<file path="config.mk">
export PLATFORM = sky130hd
export DESIGN_NAME = loc_arb_top
export DESIGN_NICKNAME = d
export VERILOG_FILES = /design/src/rtl/loc_arb_pkg.sv /design/src/rtl/loc_ctrl_decode.sv /design/src/rtl/loc_prio_pick.sv /design/src/rtl/loc_owner_core.sv /design/src/rtl/loc_est_flag.sv /design/src/rtl/loc_arb_top.sv
export SDC_FILE = /design/constraint.sdc
export NUM_CORES = 1
export LEC_CHECK = 0
export CAP_MARGIN = 20
export CORE_ASPECT_RATIO = 1.4
export CORE_MARGIN = 2
export CORE_UTILIZATION = 65
export DETAILED_ROUTE_END_ITERATION = 7
export DONT_BUFFER_PORTS = 1
export GPL_TIMING_DRIVEN = 0
export MAX_ROUTING_LAYER = met4
export PLACE_DENSITY_LB_ADDON = 0.05
export SKIP_CTS_REPAIR_TIMING = 1
export SYNTH_ARGS = -nofsm -noshare
export SYNTH_HDL_FRONTEND = slang
export SYNTH_HIERARCHICAL = 1
export SYNTH_SLANG_ARGS = --single-unit
export TNS_END_PERCENT = 10
</file>
<file path="constraint.sdc">
create_clock -name clk -period 5.1 [get_ports clk]
set_clock_uncertainty 0.05 [all_clocks]
set_input_delay 0.51 -clock clk [delete_from_list [all_inputs] [get_ports clk]]
set_output_delay 0.51 -clock clk [all_outputs]
set_load 0.005 [all_outputs]
</file>
<file path="src/rtl/loc_arb_pkg.sv">
package loc_arb_pkg;

   // width of the owner field in the state register
   localparam int LOC_W = 3;

   // register selectors on the access port
   typedef enum logic [1:0] {
      SEL_STATE = 2'd0,
      SEL_CTRL  = 2'd1,
      SEL_STAT  = 2'd2,
      SEL_NONE  = 2'd3
   } reg_sel_e;

   // control register strobe positions
   localparam int CB_REQ   = 0;
   localparam int CB_REL   = 1;
   localparam int CB_SEIZE = 2;
   localparam int CB_EST   = 3;

   // state register layout
   localparam int ST_EST      = 0;
   localparam int ST_ASSIGNED = 1;
   localparam int ST_LOC_LSB  = 2;
   localparam int ST_VALID    = 7;

   // status register layout
   localparam int SS_GRANT  = 0;
   localparam int SS_SEIZED = 1;

   // one decoded action per control write
   typedef enum logic [1:0] {
      ACT_NONE  = 2'd0,
      ACT_REQ   = 2'd1,
      ACT_REL   = 2'd2,
      ACT_SEIZE = 2'd3
   } loc_act_e;

endpackage

</file>
<file path="src/rtl/loc_ctrl_decode.sv">
module loc_ctrl_decode
   import loc_arb_pkg::*;
#(
   parameter int NUM_LOC     = 5,
   parameter int DATA_W      = 8,
   parameter int EST_MIN_LOC = 3
) (
   input  logic              wr,
   input  logic [1:0]        sel,
   input  logic [LOC_W-1:0]  loc,
   input  logic [DATA_W-1:0] wdata,
   output loc_act_e          act,
   output logic [LOC_W-1:0]  act_loc,
   output logic              est_set
);

   logic loc_ok;
   logic ctrl_hit;

   assign loc_ok   = ({1'b0, loc} < (LOC_W+1)'(NUM_LOC));
   assign ctrl_hit = wr && (sel == SEL_CTRL) && loc_ok;
   assign act_loc  = loc;

   // seize outranks relinquish, relinquish outranks request
   always_comb begin
      act = ACT_NONE;
      if (ctrl_hit) begin
         if (wdata[CB_SEIZE])      act = ACT_SEIZE;
         else if (wdata[CB_REL])   act = ACT_REL;
         else if (wdata[CB_REQ])   act = ACT_REQ;
      end
   end

   // only privileged localities may raise the established flag
   assign est_set = ctrl_hit && wdata[CB_EST] && (loc >= LOC_W'(EST_MIN_LOC));

endmodule

</file>
<file path="src/rtl/loc_prio_pick.sv">
module loc_prio_pick
   import loc_arb_pkg::*;
#(
   parameter int NUM_LOC   = 5,
   parameter bit HIGH_WINS = 1'b1
) (
   input  logic               clk,
   input  logic               rst_n,
   input  logic [NUM_LOC-1:0] vec,
   output logic               any,
   output logic [LOC_W-1:0]   idx
);

   assign any = |vec;

   generate
      if (HIGH_WINS) begin : g_high
         always_comb begin
            idx = '0;
            for (int i = 0; i < NUM_LOC; i++)
               if (vec[i]) idx = LOC_W'(i);
         end
         // nothing set above the chosen index
         a_r3_pick_highest: assert property (@(posedge clk) disable iff (!rst_n)
            any |-> ((vec >> idx) == NUM_LOC'(1)));
      end else begin : g_low
         logic [NUM_LOC-1:0] below_mask;
         always_comb begin
            idx = '0;
            for (int i = NUM_LOC-1; i >= 0; i--)
               if (vec[i]) idx = LOC_W'(i);
         end
         assign below_mask = (NUM_LOC'(1) << idx) - NUM_LOC'(1);
         a_r3_pick_lowest: assert property (@(posedge clk) disable iff (!rst_n)
            any |-> (((vec >> idx) & NUM_LOC'(1)) == NUM_LOC'(1)) && ((vec & below_mask) == '0));
      end
   endgenerate

endmodule

</file>
<file path="src/rtl/loc_owner_core.sv">
module loc_owner_core
   import loc_arb_pkg::*;
#(
   parameter int NUM_LOC   = 5,
   parameter bit HIGH_WINS = 1'b1
) (
   input  logic               clk,
   input  logic               rst_n,
   input  loc_act_e           act,
   input  logic [LOC_W-1:0]   act_loc,
   output logic               assigned_q,
   output logic [LOC_W-1:0]   owner_q,
   output logic [NUM_LOC-1:0] seized_q
);

   logic [NUM_LOC-1:0] pend_q, pend_mid, pend_nxt;
   logic [NUM_LOC-1:0] act_oh, owner_oh;
   logic [NUM_LOC-1:0] seize_set, seize_clr;
   logic               assigned_mid, assigned_nxt;
   logic [LOC_W-1:0]   owner_mid, owner_nxt;
   logic               seize_ok, writer_owns;
   logic               pick_any;
   logic [LOC_W-1:0]   pick_idx;

   genvar gi;
   generate
      for (gi = 0; gi < NUM_LOC; gi++) begin : g_oh
         assign act_oh[gi]   = (act_loc == LOC_W'(gi));
         assign owner_oh[gi] = assigned_q && (owner_q == LOC_W'(gi));
      end
   endgenerate

   assign writer_owns = |(owner_oh & act_oh);
   assign seize_ok    = (act == ACT_SEIZE) && assigned_q && (act_loc > owner_q);

   // stage 1: apply the single decoded action
   always_comb begin
      pend_mid     = pend_q;
      assigned_mid = assigned_q;
      owner_mid    = owner_q;
      seize_set    = '0;
      seize_clr    = '0;
      case (act)
         ACT_SEIZE: begin
            if (seize_ok) begin
               seize_set = owner_oh;
               owner_mid = act_loc;
               pend_mid  = pend_q & ~act_oh;
            end
         end
         ACT_REL: begin
            seize_clr = act_oh;
            if (writer_owns) assigned_mid = 1'b0;
            else             pend_mid     = pend_q & ~act_oh;
         end
         ACT_REQ: begin
            seize_clr = act_oh;
            if (!writer_owns) pend_mid = pend_q | act_oh;
         end
         default: ;
      endcase
   end

   loc_prio_pick #(
      .NUM_LOC  (NUM_LOC),
      .HIGH_WINS(HIGH_WINS)
   ) u_pick (
      .clk  (clk),
      .rst_n(rst_n),
      .vec  (pend_mid),
      .any  (pick_any),
      .idx  (pick_idx)
   );

   // stage 2: a free module goes to the winning pending locality
   always_comb begin
      pend_nxt     = pend_mid;
      assigned_nxt = assigned_mid;
      owner_nxt    = owner_mid;
      if (!assigned_mid && pick_any) begin
         assigned_nxt = 1'b1;
         owner_nxt    = pick_idx;
         for (int i = 0; i < NUM_LOC; i++)
            if (pick_idx == LOC_W'(i)) pend_nxt[i] = 1'b0;
      end
   end

   always_ff @(posedge clk) begin
      if (!rst_n) begin
         assigned_q <= 1'b0;
         owner_q    <= '0;
         pend_q     <= '0;
      end else begin
         assigned_q <= assigned_nxt;
         owner_q    <= owner_nxt;
         pend_q     <= pend_nxt;
      end
   end

   generate
      for (gi = 0; gi < NUM_LOC; gi++) begin : g_seized
         always_ff @(posedge clk) begin
            if (!rst_n)             seized_q[gi] <= 1'b0;
            else if (seize_set[gi]) seized_q[gi] <= 1'b1;
            else if (seize_clr[gi]) seized_q[gi] <= 1'b0;
         end

         // the flag rises only on the owner that a higher locality displaced
         a_r7_seized_by_higher: assert property (@(posedge clk) disable iff (!rst_n)
            $rose(seized_q[gi]) |-> $past(assigned_q) && ($past(owner_q) == LOC_W'(gi))
                                    && assigned_q && (owner_q > LOC_W'(gi)));

         // the flag holds unless its own locality requests or relinquishes
         a_r8_seized_sticky: assert property (@(posedge clk) disable iff (!rst_n)
            (seized_q[gi] && !(((act == ACT_REQ) || (act == ACT_REL)) && act_oh[gi]))
               |=> seized_q[gi]);
      end
   endgenerate

   // an owner always names a real locality
   a_r9_owner_in_range: assert property (@(posedge clk) disable iff (!rst_n)
      assigned_q |-> ({1'b0, owner_q} < (LOC_W+1)'(NUM_LOC)));

   // the owner never also sits in the pending set
   a_r3_owner_not_pending: assert property (@(posedge clk) disable iff (!rst_n)
      ((pend_q & owner_oh) == '0));

   // a free module never coexists with waiting requests
   a_r4_no_idle_with_pending: assert property (@(posedge clk) disable iff (!rst_n)
      !assigned_q |-> (pend_q == '0));

endmodule

</file>
<file path="src/rtl/loc_est_flag.sv">
module loc_est_flag #(
   parameter bit EST_RST = 1'b0
) (
   input  logic clk,
   input  logic rst_n,
   input  logic est_set,
   input  logic hash_clr,
   output logic est_q
);

   always_ff @(posedge clk) begin
      if (!rst_n)        est_q <= EST_RST;
      else if (hash_clr) est_q <= 1'b0;
      else if (est_set)  est_q <= 1'b1;
   end

endmodule

</file>
<file path="src/rtl/loc_arb_top.sv">
module loc_arb_top
   import loc_arb_pkg::*;
#(
   parameter int NUM_LOC     = 5,
   parameter int DATA_W      = 8,
   parameter int EST_MIN_LOC = 3,
   parameter bit HIGH_WINS   = 1'b1
) (
   input  logic              clk,
   input  logic              rst_n,
   input  logic              reg_wr,
   input  logic [1:0]        reg_sel,
   input  logic [2:0]        reg_loc,
   input  logic [DATA_W-1:0] reg_wdata,
   input  logic              hash_end,
   output logic [DATA_W-1:0] reg_rdata
);

   generate
      if (NUM_LOC < 2 || NUM_LOC > (1 << LOC_W)) begin : g_bad_num
         $error("loc_arb_top: NUM_LOC out of range for the owner field");
      end
      if (DATA_W < ST_VALID + 1) begin : g_bad_w
         $error("loc_arb_top: DATA_W too narrow for the state layout");
      end
      if (EST_MIN_LOC < 0 || EST_MIN_LOC >= NUM_LOC) begin : g_bad_est
         $error("loc_arb_top: EST_MIN_LOC must name an existing locality");
      end
   endgenerate

   loc_act_e           act;
   logic [LOC_W-1:0]   act_loc;
   logic               est_set;
   logic               assigned_q;
   logic [LOC_W-1:0]   owner_q;
   logic [NUM_LOC-1:0] seized_q;
   logic               est_q;

   loc_ctrl_decode #(
      .NUM_LOC    (NUM_LOC),
      .DATA_W     (DATA_W),
      .EST_MIN_LOC(EST_MIN_LOC)
   ) u_dec (
      .wr     (reg_wr),
      .sel    (reg_sel),
      .loc    (reg_loc),
      .wdata  (reg_wdata),
      .act    (act),
      .act_loc(act_loc),
      .est_set(est_set)
   );

   loc_owner_core #(
      .NUM_LOC  (NUM_LOC),
      .HIGH_WINS(HIGH_WINS)
   ) u_core (
      .clk       (clk),
      .rst_n     (rst_n),
      .act       (act),
      .act_loc   (act_loc),
      .assigned_q(assigned_q),
      .owner_q   (owner_q),
      .seized_q  (seized_q)
   );

   loc_est_flag #(
      .EST_RST(1'b0)
   ) u_est (
      .clk     (clk),
      .rst_n   (rst_n),
      .est_set (est_set),
      .hash_clr(hash_end),
      .est_q   (est_q)
   );

   always_comb begin
      reg_rdata = '0;
      case (reg_sel)
         SEL_STATE: begin
            reg_rdata[ST_VALID]              = 1'b1;
            reg_rdata[ST_LOC_LSB +: LOC_W]   = assigned_q ? owner_q : '0;
            reg_rdata[ST_ASSIGNED]           = assigned_q;
            reg_rdata[ST_EST]                = est_q;
         end
         SEL_STAT: begin
            for (int i = 0; i < NUM_LOC; i++) begin
               if (reg_loc == LOC_W'(i)) begin
                  reg_rdata[SS_GRANT]  = assigned_q && (owner_q == LOC_W'(i));
                  reg_rdata[SS_SEIZED] = seized_q[i];
               end
            end
         end
         default: ;
      endcase
   end

   // the flag rises only after a privileged establishment write
   a_r10_est_privileged: assert property (@(posedge clk) disable iff (!rst_n)
      $rose(est_q) |-> $past(reg_wr && (reg_sel == SEL_CTRL) && reg_wdata[CB_EST]
                             && (reg_loc >= 3'(EST_MIN_LOC))
                             && ({1'b0, reg_loc} < 4'(NUM_LOC))));

   // the hash-end event always leaves the flag clear
   a_r10_hash_clears: assert property (@(posedge clk) disable iff (!rst_n)
      hash_end |=> !est_q);

   // the state view always carries the valid bit
   a_r2_valid_bit: assert property (@(posedge clk) disable iff (!rst_n)
      (reg_sel == SEL_STATE) |-> reg_rdata[ST_VALID]);

endmodule

</file>
* Yosys cells after proc, flatten, opt, wreduce, memory -nomap -nowiden
Index checks and enable logic that the tools add are counted.
** Storage, ports and cells
- Flip-flop bits (word level) :: 15
- Bits in latches :: 0
- RAM bits :: 0
- Bits in read-only memories :: 0
- Input bits :: 17
- Output and inout bits :: 8
- Logic and storage cells :: 109
- Memories :: 0
** Cells by class
- Add/subtract/negate cells :: 0
- Multipliers :: 0
- Divide/modulo/power cells :: 0
- Order comparisons :: 3
- Eq/ne operators :: 17
- Shift-type cells :: 0
- Muxes and demuxes :: 46
- Bitwise gates (word level) :: 5
- Reductions and logical operators :: 29
** Operator list (count)
- $mux W5 :: 7
- $mux W3 :: 8
- $mux W1 :: 21
- $eq A3 B2 Y1 const B :: 6
- $mux W2 :: 8
- $pmux W5 S3 :: 1
- $reduce_bool A2 Y1 :: 7
- $logic_and A1 B1 Y1 :: 12
- $and A5 B5 Y5 :: 2
- $reduce_or A5 Y1 :: 2
- $eq A3 B1 Y1 const B :: 3
- $eq A3 B3 Y1 const B :: 3
- $logic_not A3 Y1 :: 3
- $eq A2 B2 Y1 const B :: 3
- $not A5 Y5 :: 1
- $or A5 B5 Y5 :: 1
- $eq A2 B1 Y1 const B :: 2
- $pmux W2 S2 :: 1
- $reduce_or A2 Y1 :: 2
- $ge A3 B2 Y1 const B :: 1
- $gt A3 B3 Y1 :: 1
- $lt A3 B3 Y1 const B :: 1
- $logic_not A2 Y1 :: 1
- $reduce_and A2 Y1 :: 1
- 2 further kinds :: 2

* Longest topological paths before layout
Gate-level depths: netlist of run 1.
- Depth in word-level cells :: 16
- Depth in mapped cells :: 15
- Gate-level depth less buffers :: 14

* By module
Netlist of run 1, hierarchy kept.
** Modules (own cells, without submodules)
- loc_owner_core :: times used 1, cells an instance 141, area each 1112.3 µm², seq. area each 280.3 µm²
- loc_arb_top :: times used 1, cells an instance 24, area each 161.4 µm², seq. area each 0.0 µm²
- loc_ctrl_decode :: times used 1, cells an instance 12, area each 83.8 µm², seq. area each 0.0 µm²
- loc_prio_pick :: times used 1, cells an instance 8, area each 42.5 µm², seq. area each 0.0 µm²
- loc_est_flag :: times used 1, cells an instance 3, area each 36.3 µm², seq. area each 20.0 µm²

* Worst setup path after synthesis of run 1
No wires, ideal clock.
- Path type :: input port to flip-flop
- Start :: input port reg_sel[1]
- End :: register u_core.pend_q[2]
- Setup time :: 0.131 ns
- Data arrival time :: 2.736 ns
- Required time :: 4.919 ns
- Slack :: 2.183 ns
- Stages on the path :: 13
- Path buffers :: 0
- Path through :: nand3b_1 > a211oi_1 > inv_1 > ha_1 > nor2_1 > a41oi_1 > o21bai_1 > nor3_1 > nand2_1 > o21ai_0 > o21bai_2 > nor2_4 > a32oi_1
** On the way
- Elaborated cells on any way between the ends :: 22
- Classes of those cells :: eq/ne (5); mux (10); reduce/logical (7)
** RTL lines
- from (decl) :: RTL line loc_arb_top.sv:12 : input logic [1:0] reg_sel,
- $eq A2 B1 Y1 (*) :: RTL line loc_ctrl_decode.sv:21 : assign ctrl_hit = wr && (sel == SEL_CTRL) && loc_ok;
- $logic_and A1 B1 Y1 (*) (2 in a row) :: RTL line loc_ctrl_decode.sv:21
- $mux W2 (*) :: RTL line loc_ctrl_decode.sv:27 : if (ctrl_hit) begin
- net act[0] :: RTL line loc_arb_top.sv:31 : loc_act_e act;
- $eq A2 B2 Y1 :: RTL line loc_owner_core.sv:34, loc_owner_core.sv:43
- $logic_and A1 B1 Y1 (2 in a row) :: RTL line loc_owner_core.sv:34 : assign seize_ok = (act == ACT_SEIZE) && assigned_q && (act_loc > owner_q);
- $mux W5 :: RTL line loc_owner_core.sv:45 : if (seize_ok) begin
- $pmux W5 S3 (*) :: RTL line loc_owner_core.sv:43 : case (act)
- net u_core.pend_mid[4] :: RTL line loc_owner_core.sv:16 : logic [NUM_LOC-1:0] pend_q, pend_mid, pend_nxt;
- $reduce_or A5 Y1 (*) :: RTL line loc_prio_pick.sv:14 : assign any = |vec;
- net u_core.pick_any :: RTL line loc_owner_core.sv:22 : logic pick_any;
- $logic_and A1 B1 Y1 (*) :: RTL line loc_owner_core.sv:80 : if (!assigned_mid && pick_any) begin
- $mux W5 (*) :: RTL line loc_owner_core.sv:80
- to (signal assigned) :: RTL line loc_owner_core.sv:96 : pend_q <= pend_nxt;
- to (decl) :: RTL line loc_owner_core.sv:16
Mark *: on every way through the listed nets, which the timed path passes. The rest lies on a longest branch.
A chain may end at the register's enable or synchronous reset.

* Worst setup path in the final report of run 1
- Start :: register u_core.owner_q[1]
- End :: register u_core.pend_q[3]
** On the way
- Elaborated cells on any way between the ends :: 30
- Classes of those cells :: order compare (1); eq/ne (5); mux (12); bitwise (1); reduce/logical (11)
** RTL lines
- from (decl) :: RTL line loc_owner_core.sv:12 : output logic [LOC_W-1:0] owner_q,
- from (signal assigned) :: RTL line loc_owner_core.sv:95 : owner_q <= owner_nxt;
- $eq A3 B1 Y1, or another cell as far along :: RTL line loc_owner_core.sv:29 : assign owner_oh[gi] = assigned_q && (owner_q == LOC_W'(gi));
- $logic_and A1 B1 Y1 :: RTL line loc_owner_core.sv:29
- $and A5 B5 Y5 :: RTL line loc_owner_core.sv:33 : assign writer_owns = |(owner_oh & act_oh);
- $reduce_or A5 Y1 :: RTL line loc_owner_core.sv:33
- $mux W5, on equally long branches :: RTL line loc_owner_core.sv:58, loc_owner_core.sv:53
- $pmux W5 S3 (*) :: RTL line loc_owner_core.sv:43
- net u_core.pend_mid[4] :: RTL line loc_owner_core.sv:16
- $reduce_or A5 Y1 (*) :: RTL line loc_prio_pick.sv:14
- net u_core.pick_any :: RTL line loc_owner_core.sv:22
- $logic_and A1 B1 Y1 (*) :: RTL line loc_owner_core.sv:80
- $mux W5 (*) :: RTL line loc_owner_core.sv:80
Marks and branches as above.

==> results by group, run 1 <==
Yosys
  • Syn Std Cell Area: 1440 sq um
  • Fraction of registers with async set/reset: 0%
  • Area leader, netlist: dfxtp_1
  • Ys Warns: 6
  • Count leader, synth: nor2_1
  • Avg Cell Area, Syn: 7.64 sq um
  • Sequential share of the synthesized area: 20.9%
  • Top-area cell type share of the netlist area: 20.9%
  • EDFF count, synth: 0
  • Top cells by area, synth: dfxtp_1, nor2_1, ha_1, a21oi_1, nand2_1
  • Yosys cell types: 56
  • FF+latch count, synth: 15
  • Post-Synthesis Cells: 188
  • Synth cell count leaders: nor2_1, dfxtp_1, nand2_1
  • Prevailing post-synth register cell: dfxtp_1

Routing
  • Via/cell ratio: 6.55
  • Antenna viol nets, final: 0
  • Wire per inst: 16.4 um
  • Pre-antenna DRT Iters: 5
  • Remaining DRCs: 0
  • Initial DRC Count: 79
  • WL final: 3530 um
  • Vias: 1,408

STA
  • Final worst-path cycle share: 64.5%
  • Final hold vios: 0
  • Final-report max-slew violation count: 0
  • Worst-Margin Slew: 694 ps
  • Tmin final: 3290 ps
  • Sum Neg Setup Slack: 0 ps
  • Max-slew headroom: 53.5%
  • Fmax achieved: 304 MHz
  • Count of final setup violators: 0
  • RSZ-0062 raised after global routing: no

Setup path
  • Worst EP arrival: 3450 ps
  • Critical path cell sequence: inv_1 -> ha_1 -> and3_4 -> a211oi_1 -> a21oi_1 -> o21bai_1 -> nor3_1 -> nand2_1 -> o21ai_0 -> o21bai_2 -> nor2_4 -> a221oi_2
  • Critical path's slowest cell: a211oi_1
  • CP peak stage delay: 590 ps
  • Worst EP required: 5260 ps
  • Worst Path Max Fanout: 10
  • Crit path kind: register to register
  • Setup crit end kind: register
  • Element type at the critical path start: register

Place
  • GPL Wtd Cong: 1.01
  • Placed cell area: 1470 sq um
  • # port buffers: 0
  • Cells after DPL: 211
  • HPWL Detailed: 2790 um

GRT
  • Vias in the first global route: 1,373
  • Total grt overflow: 0
  • Largest net degree at the start of global routing: 16
  • Gr usage total: 30.9%
  • Initial antenna violation count: 0
  • First-pass GRT wire length: 5970 um

CTS
  • Total CTS buffers: 3
  • CTS tree: done
  • Clock slew at reported path FFs: 100 ps
  • Root buffer cell: clkbuf_4
  • Maximum root-to-sink buffer count: 2
  • Skew-Pair Late Insertion Delay: 290 ps
  • H-tree Lvls: 1
  • CTS Sinks: 15

Floorplanning
  • Core Area: 2130 sq um
  • Std cell rows: 20
  • I/O pin cnt: 25
  • Die area: 2610 sq um
  • DIE WIDTH: 43.7 um
  • Die Span Y: 59.6 um
  • Initial core utilization: 67.5%

Cells and area
  • Diode count: 0
  • Finished Layout Cells: 215
  • Area Overhead vs Synth: 4.09%
  • Share of cells above drive strength 1: 14.5%
  • Post-route cell area: 1500 sq um
  • Net count, final: 218

Pwr
  • P per Cell Area: 170 nW/um^2
  • Final Power: 254 uW
  • Leak Pwr: 0.547 nW
  • Peak supply drop: 175 uV

Run status
  • Status: complete, no violations

Job
  • Maxcap violations: 0

Min path
  • Hold Crit Class: input port to register
==> final timing paths <==
check                                                  endpoint  cells past startpoint                       startpoint  slack, ps
worst max-delay path                u_core/pend_q[3]$_SDFF_PN0_                     12   u_core/owner_q[1]$_SDFFE_PN0P_       1810
worst min-delay path                   u_est/est_q$_SDFFE_PP0P_                      1                         hash_end        230
worst max register to register      u_core/pend_q[3]$_SDFF_PN0_                     12   u_core/owner_q[1]$_SDFFE_PN0P_       1810
worst min register to register  u_core/seized_q[1]$_SDFFE_PN0P_                      2  u_core/seized_q[1]$_SDFFE_PN0P_        450
==> per-stage QoR <==
stage / setup WS [ps] / utilization, % / hold slack [ps]
finish: 1810 / 70.3 / 226
global route: 1620 / 70.3 / 209
CTS: 1860 / 70.3 / 230
detailed placement: 1610 / 69.0 / 434
global placement: 1740 / 69.0 / 421
floorplan: 2180 / - / 398
==> sequential cells by signal, indices dropped and copies added, names as in the netlist <==
register           count
u_core/owner_q         3
u_core/assigned_q      1
u_core/seized_q        5
u_est/est_q            1
u_core/pend_q          5
==> critical path, delay by kind of cell, from the launching register on <==
kind,cells,cell delay [ps]
adder cells (fa/ha/maj),1,310
AO/OA/AOI/OAI,6,1550
flip-flops,1,550
AND/OR/NAND/NOR,4,610
buffers and inverters,1,140
==> power by group <==
part           switching [mW]  internal [mW]  total, mW
registers             0.00694          0.120      0.127
clock network          0.0422         0.0292     0.0713
logic                  0.0325         0.0233     0.0559
total                  0.0816          0.172      0.254
==> metal layers <==
layer | global-route usage, % | part of all wire [%] | vias up
met5 | - | 0 | -
met4 | 9.96 | 2.1 | 0
met3 | 3.96 | 5.5 | 14
met2 | 55.3 | 53 | 57
met1 | 34.9 | 39 | 649
li1 | - | - | 688
==> cells in the final DEF (no fill, tap or decap), drive strengths merged, types with 3 or more instances in the layout <==
| cell type | instances |
|---|---|
| a211oi | 3 |
| a21oi | 12 |
| a22oi | 5 |
| and3 | 4 |
| buf | 8 |
| clkbuf | 6 |
| dfxtp | 15 |
| ha | 7 |
| inv | 12 |
| nand2 | 13 |
| nand2b | 5 |
| nand3 | 7 |
| nand3b | 5 |
| nand4 | 3 |
| nor2 | 27 |
| nor3 | 4 |
| nor3b | 3 |
| o21ai | 9 |
==> cell type report <==
cell class              instances  area, sq um
plain buffers                  11         67.6
clock buffers                   3         22.5
clock inverters                 1         5.00
fillers                       199          632
inverters                      13         48.8
multi-input cells             150         1020
flip-flops and latches         15          300
well taps                      22         27.5
==> kinds of logic after synthesis <==
kind of cell,after synthesis,synth area share [%]
and+or+nand+nor,84,33.6
AOI/OAI and AO/OA,49,25.6
buffers and inverters,24,8.10
DFF,15,20.9
adders and majority gates,7,6.10
xor gates and xnor gates,4,2.44
muxes,4,2.96
other,1,0.261
No activity file was read; power rests on OpenSTA's default activity.
==> inputs of run 2 (changes only) <==
ABC_AREA = 1   (was unset)
CORE_UTILIZATION = 64   (was 65)
clock period = 3.05 ns   (was 5.1 ns; I/O delays follow)
==> run 2 against run 1 <==
Sequential share of layout area fell by 3.3 points. Register-to-register slack got worse by 1500 ps. Non-clock buffer count fell by 1. Largest cell class unchanged.
==> results by group, run 2 <==
GRT
  • Initial antenna violation count: 0 (unchanged)
  • Gr usage total: 29.2% (was 30.9%)
  • Total grt overflow: 0 (unchanged)
  • First-pass GRT wire length: 6590 um (was 5970 um)
  • Vias in the first global route: 1,559 (was 1,373)
  • Largest net degree at the start of global routing: 11 (was 16)

STA
  • RSZ-0062 raised after global routing: no (unchanged)
  • Tmin final: 2750 ps
  • Count of final setup violators: 0 (unchanged)
  • Sum Neg Setup Slack: 0 ps (unchanged)
  • Fmax achieved: 363 MHz
  • Final hold slack: 77.9 ps (was 226 ps)
  • Final worst-path cycle share: 90.3%
  • Final hold vios: 0 (unchanged)
  • Final-report max-slew violation count: 0 (unchanged)

Yosys
  • Syn Std Cell Area: 1720 sq um (was 1440 sq um)
  • Top cells by area, synth: nand2_1, dfxtp_1, inv_1, nand3_1, nor2_1 (was dfxtp_1, nor2_1, ha_1, a21oi_1, nand2_1)
  • Yosys cell types: 27 (was 56)
  • Sequential share of the synthesized area: 17.5% (was 20.9%)
  • Fraction of registers with async set/reset: 0% (unchanged)
  • Area leader, netlist: nand2_1 (was dfxtp_1)
  • Avg Cell Area, Syn: 5.59 sq um (was 7.64 sq um)
  • Count leader, synth: nand2_1 (was nor2_1)
  • Synth cell count leaders: nand2_1, inv_1, nor2_1 (was nor2_1, dfxtp_1, nand2_1)
  • Post-Synthesis Cells: 307 (was 188)
  • FF+latch count, synth: 15 (unchanged)
  • Prevailing post-synth register cell: dfxtp_1 (unchanged)
  • Ys Warns: 6 (unchanged)
  • EDFF count, synth: 0 (unchanged)
  • Top-area cell type share of the netlist area: 17.7% (was 20.9%)

Setup path
  • CP peak stage delay: 350 ps (was 590 ps)
  • Element type at the critical path start: input port (was register)
  • Worst Path Max Fanout: 10 (unchanged)
  • Critical path cell sequence: inv_1 -> nand2_1 -> nor2_1 -> nand2_1 -> nor2_1 -> ha_1 -> nand3_1 -> inv_1 -> and2_2 -> clkbuf_4 -> nand2_1 -> a21oi_1 -> nand3_2 -> nand2_2 -> inv_1 -> nor2_1 -> nand3b_1 -> clkbuf_2 -> nand2_4 -> nand3_1 -> a21oi_1 (was inv_1 -> ha_1 -> and3_4 -> a211oi_1 -> a21oi_1 -> o21bai_1 -> nor3_1 -> nand2_1 -> o21ai_0 -> o21bai_2 -> nor2_4 -> a221oi_2)
  • Worst EP required: 3210 ps (was 5260 ps)
  • Worst flop-to-flop path startpoint: u_core/owner_q[2]$_SDFFE_PN0P_ (was u_core/owner_q[1]$_SDFFE_PN0P_)
  • Setup crit end kind: register (unchanged)
  • Critical path's slowest cell: ha_1 (was a211oi_1)
  • Crit path kind: input port to register (was register to register)
  • Critical path startpoint: reg_sel[1] (was u_core/owner_q[1]$_SDFFE_PN0P_)
  • Worst EP arrival: 2910 ps (was 3450 ps)

Place
  • HPWL Detailed: 3260 um (was 2790 um)
  • GPL Wtd Cong: 0.897 (was 1.01)
  • # port buffers: 0 (unchanged)
  • Placed cell area: 1770 sq um (was 1470 sq um)

Cells and area
  • Most common cell after layout, fill and taps aside: nand2_1 (was nor2_1)
  • Area Overhead vs Synth: 4.81% (was 4.09%)
  • Biggest regs: u_core/pend_q x5, u_core/seized_q x5, u_core/owner_q x3 (unchanged)
  • Net count, final: 337 (was 218)
  • Post-route cell area: 1800 sq um (was 1500 sq um)
  • Final core occ: 69.5% (was 70.3%)
  • Commonest non-fill, non-tap cells in the layout: nand2_1, inv_1, nor2_1, nand3_1, a21oi_1 (was nor2_1, dfxtp_1, nand2_1, inv_1, a21oi_1)
  • Share of cells above drive strength 1: 15.7% (was 14.5%)
  • Diode count: 0 (unchanged)

CTS
  • Total CTS buffers: 3 (unchanged)
  • CTS tree: done (unchanged)
  • Maximum root-to-sink buffer count: 2 (unchanged)
  • CTS Sinks: 15 (unchanged)
  • Skew-Pair Late Insertion Delay: 280 ps (was 290 ps)
  • Root buffer cell: clkbuf_4 (unchanged)
  • H-tree Lvls: 1 (unchanged)
  • Clock slew at reported path FFs: 100 ps (about the same)

Routing
  • Remaining DRCs: 0 (unchanged)
  • Metal-1 WL: 1790 um (was 1390 um)
  • WL final: 4090 um (was 3530 um)
  • Initial DRC Count: 60 (was 79)
  • Met3 WL: 145 um (was 193 um)
  • Pre-antenna DRT Iters: 4 (was 5)
  • Met2 wire len: 2150 um (was 1870 um)
  • Max layer used: met4 (unchanged)
  • Vias: 1,779 (was 1,408)
  • Antenna viol nets, final: 0 (unchanged)
  • Via/cell ratio: 5.11 (was 6.55)
  • Wire per inst: 11.8 um (was 16.4 um)

Floorplanning
  • Std cell rows: 22 (was 20)
  • Core Area: 2590 sq um (was 2130 sq um)
  • Die Span Y: 65.3 um (was 59.6 um)
  • Die area: 3120 sq um (was 2610 sq um)
  • Initial core utilization: 66.3% (was 67.5%)
  • I/O pin cnt: 25 (unchanged)
  • DIE WIDTH: 47.8 um (was 43.7 um)

Job
  • Maxcap violations: 0 (unchanged)

Min path
  • Hold Crit Class: input port to register (unchanged)
  • Hold path startpoint: rst_n (was hash_end)

Run status
  • Status: complete, no violations (unchanged)

Pwr
  • Leak Pwr: 0.923 nW (was 0.547 nW)
  • P per Cell Area: 334 nW/um^2 (was 170 nW/um^2)
  • Peak supply drop: 282 uV (was 175 uV)
==> run 2: changes by cell type after synthesis, moves of 7 or more <==
cell | previous run | this run
nand2_1 | 13 | 81
inv_1 | 11 | 51
nand3_1 | 7 | 31
nor2_1 | 26 | 40
nor2_2 | 0 | 8
a21oi_1 | 10 | 17
nand2_2 | 0 | 7
==> run 2: layer usage <==
metal,GRT usage (%),vias up
met2,51.7,39
li1,-,958
met5,-,-
met3,2.75,2
met4,6.42,0
met1,34.0,780
==> run 2: power by group <==
part / internal (mW) / leakage (nW) / switching [mW]
clock: 0.0507 / 0.0150 / 0.0653
combinational: 0.0898 / 0.785 / 0.155
sequential: 0.212 / 0.123 / 0.0282
==> run 2: kinds of logic (layout without fill, tap and decap cells) <==
group | Yosys count | in the layout | share of synthesized area (%)
adders and majority gates | 7 | 7 | 5.10
DFF | 15 | 15 | 17.5
other | 1 | 2 | 0.218
AOI/OAI and AO/OA | 30 | 30 | 9.33
and+or+nand+nor | 187 | 187 | 50.9
buffers and inverters | 67 | 71 | 16.9
==> run 2: metrics by stage <==
stage / total power [mW] / cells / setup WS, ps
floorplan: 0.435 / 308 / 410
global route: 0.647 / 348 / 26.6
CTS: 0.596 / 348 / 100
finish: 0.601 / 348 / 297
detailed placement: 0.484 / 344 / -90.1
global placement: 0.479 / 344 / -15.1
==> run 2: final cells by class <==
| cell class | count | area, sq um |
|---|---|---|
| multi-input cells | 226 | 1130 |
| fillers | 272 | 788 |
| flip-flops and latches | 15 | 303 |
| inverters | 57 | 214 |
| plain buffers | 10 | 80.1 |
| well taps | 36 | 45.0 |
| clock buffers | 4 | 26.3 |
==> run 2: worst max-delay path, delay by kind of cell <==
family	cells	cell delay (ps)
fa+ha+maj	1	350
simple gates	13	1440
buf+inv	5	520
compound gates	2	280
==> run 2: worst paths after layout <==
check	end	slack, ps	depth (start not counted)
max	u_core/owner_q[2]$_SDFFE_PN0P_	300	21
min reg2reg	u_core/seized_q[3]$_SDFFE_PN0P_	440	2
min	u_est/est_q$_SDFFE_PP0P_	80	2
max reg2reg	u_core/owner_q[2]$_SDFFE_PN0P_	350	18
==> inputs of run 3 (changes only) <==
PLACE_DENSITY = 0.8   (was unset)
PLACE_DENSITY_LB_ADDON = unset   (was 0.05)
==> run 3 against run 2 <==
Via count is 0.22% lower. Critical endpoint is now u_core/owner_q[0]$_SDFFE_PN0P_. Clock power barely moved. Design area is essentially flat. Worst setup slack gained 46 ps. First-iteration DRC count decreased by 32%. Fmax up 1.7%. Routed wire length is 1.3% lower. Non-clock buffer count stayed put. Register-to-register slack better by 40 ps.
==> results by group, run 3 (same netlist as run 2, synthesis figures left out) <==
Run status
  • Status: complete, no violations (unchanged)

Setup path
  • Crit path max-delay family: simple AND/OR/NAND/NOR gates (unchanged)
  • Worst flop-to-flop path startpoint: u_core/owner_q[1]$_SDFFE_PN0P_ (was u_core/owner_q[2]$_SDFFE_PN0P_)
  • Element type at the critical path start: input port (unchanged)
  • R2R depth: 17 (was 18)
  • Crit path kind: input port to register (unchanged)
  • Worst EP required: 3210 ps (about the same)
  • Worst path bufs/invs: 5 (unchanged)
  • R2R setup slack: 390 ps (was 350 ps)
  • Setup crit end kind: register (unchanged)
  • Critical path cell sequence: inv_1 -> nand2_1 -> nor2_1 -> nand2_1 -> nor2_1 -> ha_1 -> nand3_1 -> inv_1 -> and2_4 -> clkbuf_4 -> nand2_1 -> a21oi_1 -> nand3_2 -> nand2_2 -> inv_1 -> nor2_1 -> nand3b_1 -> clkbuf_2 -> nand2_4 -> nand3_1 -> a21oi_1 (was inv_1 -> nand2_1 -> nor2_1 -> nand2_1 -> nor2_1 -> ha_1 -> nand3_1 -> inv_1 -> and2_2 -> clkbuf_4 -> nand2_1 -> a21oi_1 -> nand3_2 -> nand2_2 -> inv_1 -> nor2_1 -> nand3b_1 -> clkbuf_2 -> nand2_4 -> nand3_1 -> a21oi_1)
  • R2R Path End: u_core/owner_q[0]$_SDFFE_PN0P_ (was u_core/owner_q[2]$_SDFFE_PN0P_)
  • CP Capture Point: u_core/owner_q[0]$_SDFFE_PN0P_ (was u_core/owner_q[2]$_SDFFE_PN0P_)
  • Critical path startpoint: reg_sel[1] (unchanged)
  • Worst path depth: 21 (unchanged)
  • CP peak stage delay: 340 ps (was 350 ps)
  • Worst Path Max Fanout: 10 (unchanged)
  • Worst EP arrival: 2870 ps (was 2910 ps)
  • Critical path's slowest cell: ha_1 (unchanged)

STA
  • Final hold vios: 0 (unchanged)
  • Sum Neg Setup Slack: 0 ps (unchanged)
  • Tmin final: 2710 ps (was 2750 ps)
  • Count of final setup violators: 0 (unchanged)
  • Final worst-path cycle share: 88.8% (was 90.3%)
  • Fmax achieved: 369 MHz (was 363 MHz)
  • Final-report max-slew violation count: 0 (unchanged)

Cells and area
  • Net count, final: 337 (unchanged)
  • Most common cell after layout, fill and taps aside: nand2_1 (unchanged)
  • Area Overhead vs Synth: 4.88% (was 4.81%)
  • Commonest non-fill, non-tap cells in the layout: nand2_1, inv_1, nor2_1, nand3_1, a21oi_1 (unchanged)
  • Share of cells above drive strength 1: 15.7% (unchanged)
  • Diode count: 0 (unchanged)
  • Final core occ: 69.6% (was 69.5%)
  • Biggest regs: u_core/pend_q x5, u_core/seized_q x5, u_core/owner_q x3 (unchanged)

CTS
  • H-tree Lvls: 1 (unchanged)
  • Maximum root-to-sink buffer count: 2 (unchanged)
  • Clock slew at reported path FFs: 90 ps (was 100 ps)
  • CTS Sinks: 15 (unchanged)
  • CTS tree: done (unchanged)
  • Skew-Pair Late Insertion Delay: 280 ps (about the same)
  • Total CTS buffers: 3 (unchanged)
  • Root buffer cell: clkbuf_4 (unchanged)

Pwr
  • Peak supply drop: 331 uV (was 282 uV)
  • P per Cell Area: 332 nW/um^2 (was 334 nW/um^2)
  • Leak Pwr: 0.924 nW (was 0.923 nW)

Place
  • GPL Wtd Cong: 0.927 (was 0.897)
  • HPWL Detailed: 3220 um (was 3260 um)
  • # port buffers: 0 (unchanged)

Routing
  • Pre-antenna DRT Iters: 4 (unchanged)
  • Wire per inst: 11.6 um (was 11.8 um)
  • WL final: 4040 um (was 4090 um)
  • Via/cell ratio: 5.10 (was 5.11)
  • Remaining DRCs: 0 (unchanged)
  • Vias: 1,775 (was 1,779)
  • Antenna viol nets, final: 0 (unchanged)
  • Initial DRC Count: 41 (was 60)

GRT
  • Largest net degree at the start of global routing: 11 (unchanged)
  • Vias in the first global route: 1,570 (was 1,559)
  • First-pass GRT wire length: 6360 um (was 6590 um)
  • Total grt overflow: 0 (unchanged)
  • Initial antenna violation count: 0 (unchanged)
  • Gr usage total: 28.4% (was 29.2%)

Floorplanning
  • Initial core utilization: 66.3% (unchanged)
  • Die area: 3120 sq um (unchanged)
  • DIE WIDTH: 47.8 um (unchanged)
  • Core Area: 2590 sq um (unchanged)
  • I/O pin cnt: 25 (unchanged)
  • Die Span Y: 65.3 um (unchanged)
  • Std cell rows: 22 (unchanged)

Min path
  • Hold Crit Class: input port to register (unchanged)

Job
  • Maxcap violations: 0 (unchanged)
==> run 3: stage by stage <==
stage	cell area [sq um]	hold slack (ps)	cells	total power, mW	worst slack (ps)
global route	1800	82.3	348	0.647	-30.0
floorplan	1720	375	308	0.435	410
finish	1800	83.9	348	0.598	343
detailed placement	1770	388	344	0.483	-76.0
CTS	1790	77.6	348	0.597	129
global placement	1770	381	344	0.479	-41.2
==> run 3: worst register-to-register path, cell delays in order (launching register included) <==
cell and delay (ps):
dfxtp_2 420, inv_1 80, ha_1 290, nand2_1 50, o21ai_1 150, and2_4 190
clkbuf_4 190, nand2_1 60, a21oi_1 150, nand3_2 90, nand2_2 70, inv_1 50
nor2_1 120, nand3b_1 90, clkbuf_2 180, nand2_4 140, nand3_1 80, a21oi_1 140
==> run 3: how the worst min path moves through the flow <==
stage	end	start	cells past startpoint
finish	u_est/est_q$_SDFFE_PP0P_	rst_n	2
CTS	u_est/est_q$_SDFFE_PP0P_	rst_n	2
floorplan	u_est/est_q$_SDFFE_PP0P_	rst_n	2
global placement	u_est/est_q$_SDFFE_PP0P_	rst_n	2
detailed placement	u_est/est_q$_SDFFE_PP0P_	rst_n	2
global route	u_est/est_q$_SDFFE_PP0P_	rst_n	2
==> run 3: routing by layer <==
| layer | vias up | track usage (%) | share of wire (%) |
|---|---|---|---|
| met4 | 0 | 6.08 | 0.94 |
| met1 | 789 | 31.2 | 44 |
| met3 | 4 | 2.47 | 2.5 |
| met2 | 25 | 52.3 | 53 |
| li1 | 957 | - | - |
| met5 | - | - | 0 |
==> run 3: final cells by class <==
| type | count | area, sq um |
|---|---|---|
| sequential | 15 | 303 |
| buffer | 10 | 80.1 |
| tap | 36 | 45.0 |
| fill | 254 | 787 |
| multi-input combinational | 226 | 1130 |
| clock buffer | 4 | 26.3 |
| inverter | 57 | 214 |
==> run 3: report_power, final <==
part	internal (mW)	total (mW)	switching, mW
clock	0.0508	0.113	0.0618
sequential	0.212	0.242	0.0298
combinational	0.0897	0.244	0.154
total	0.352	0.598	0.246
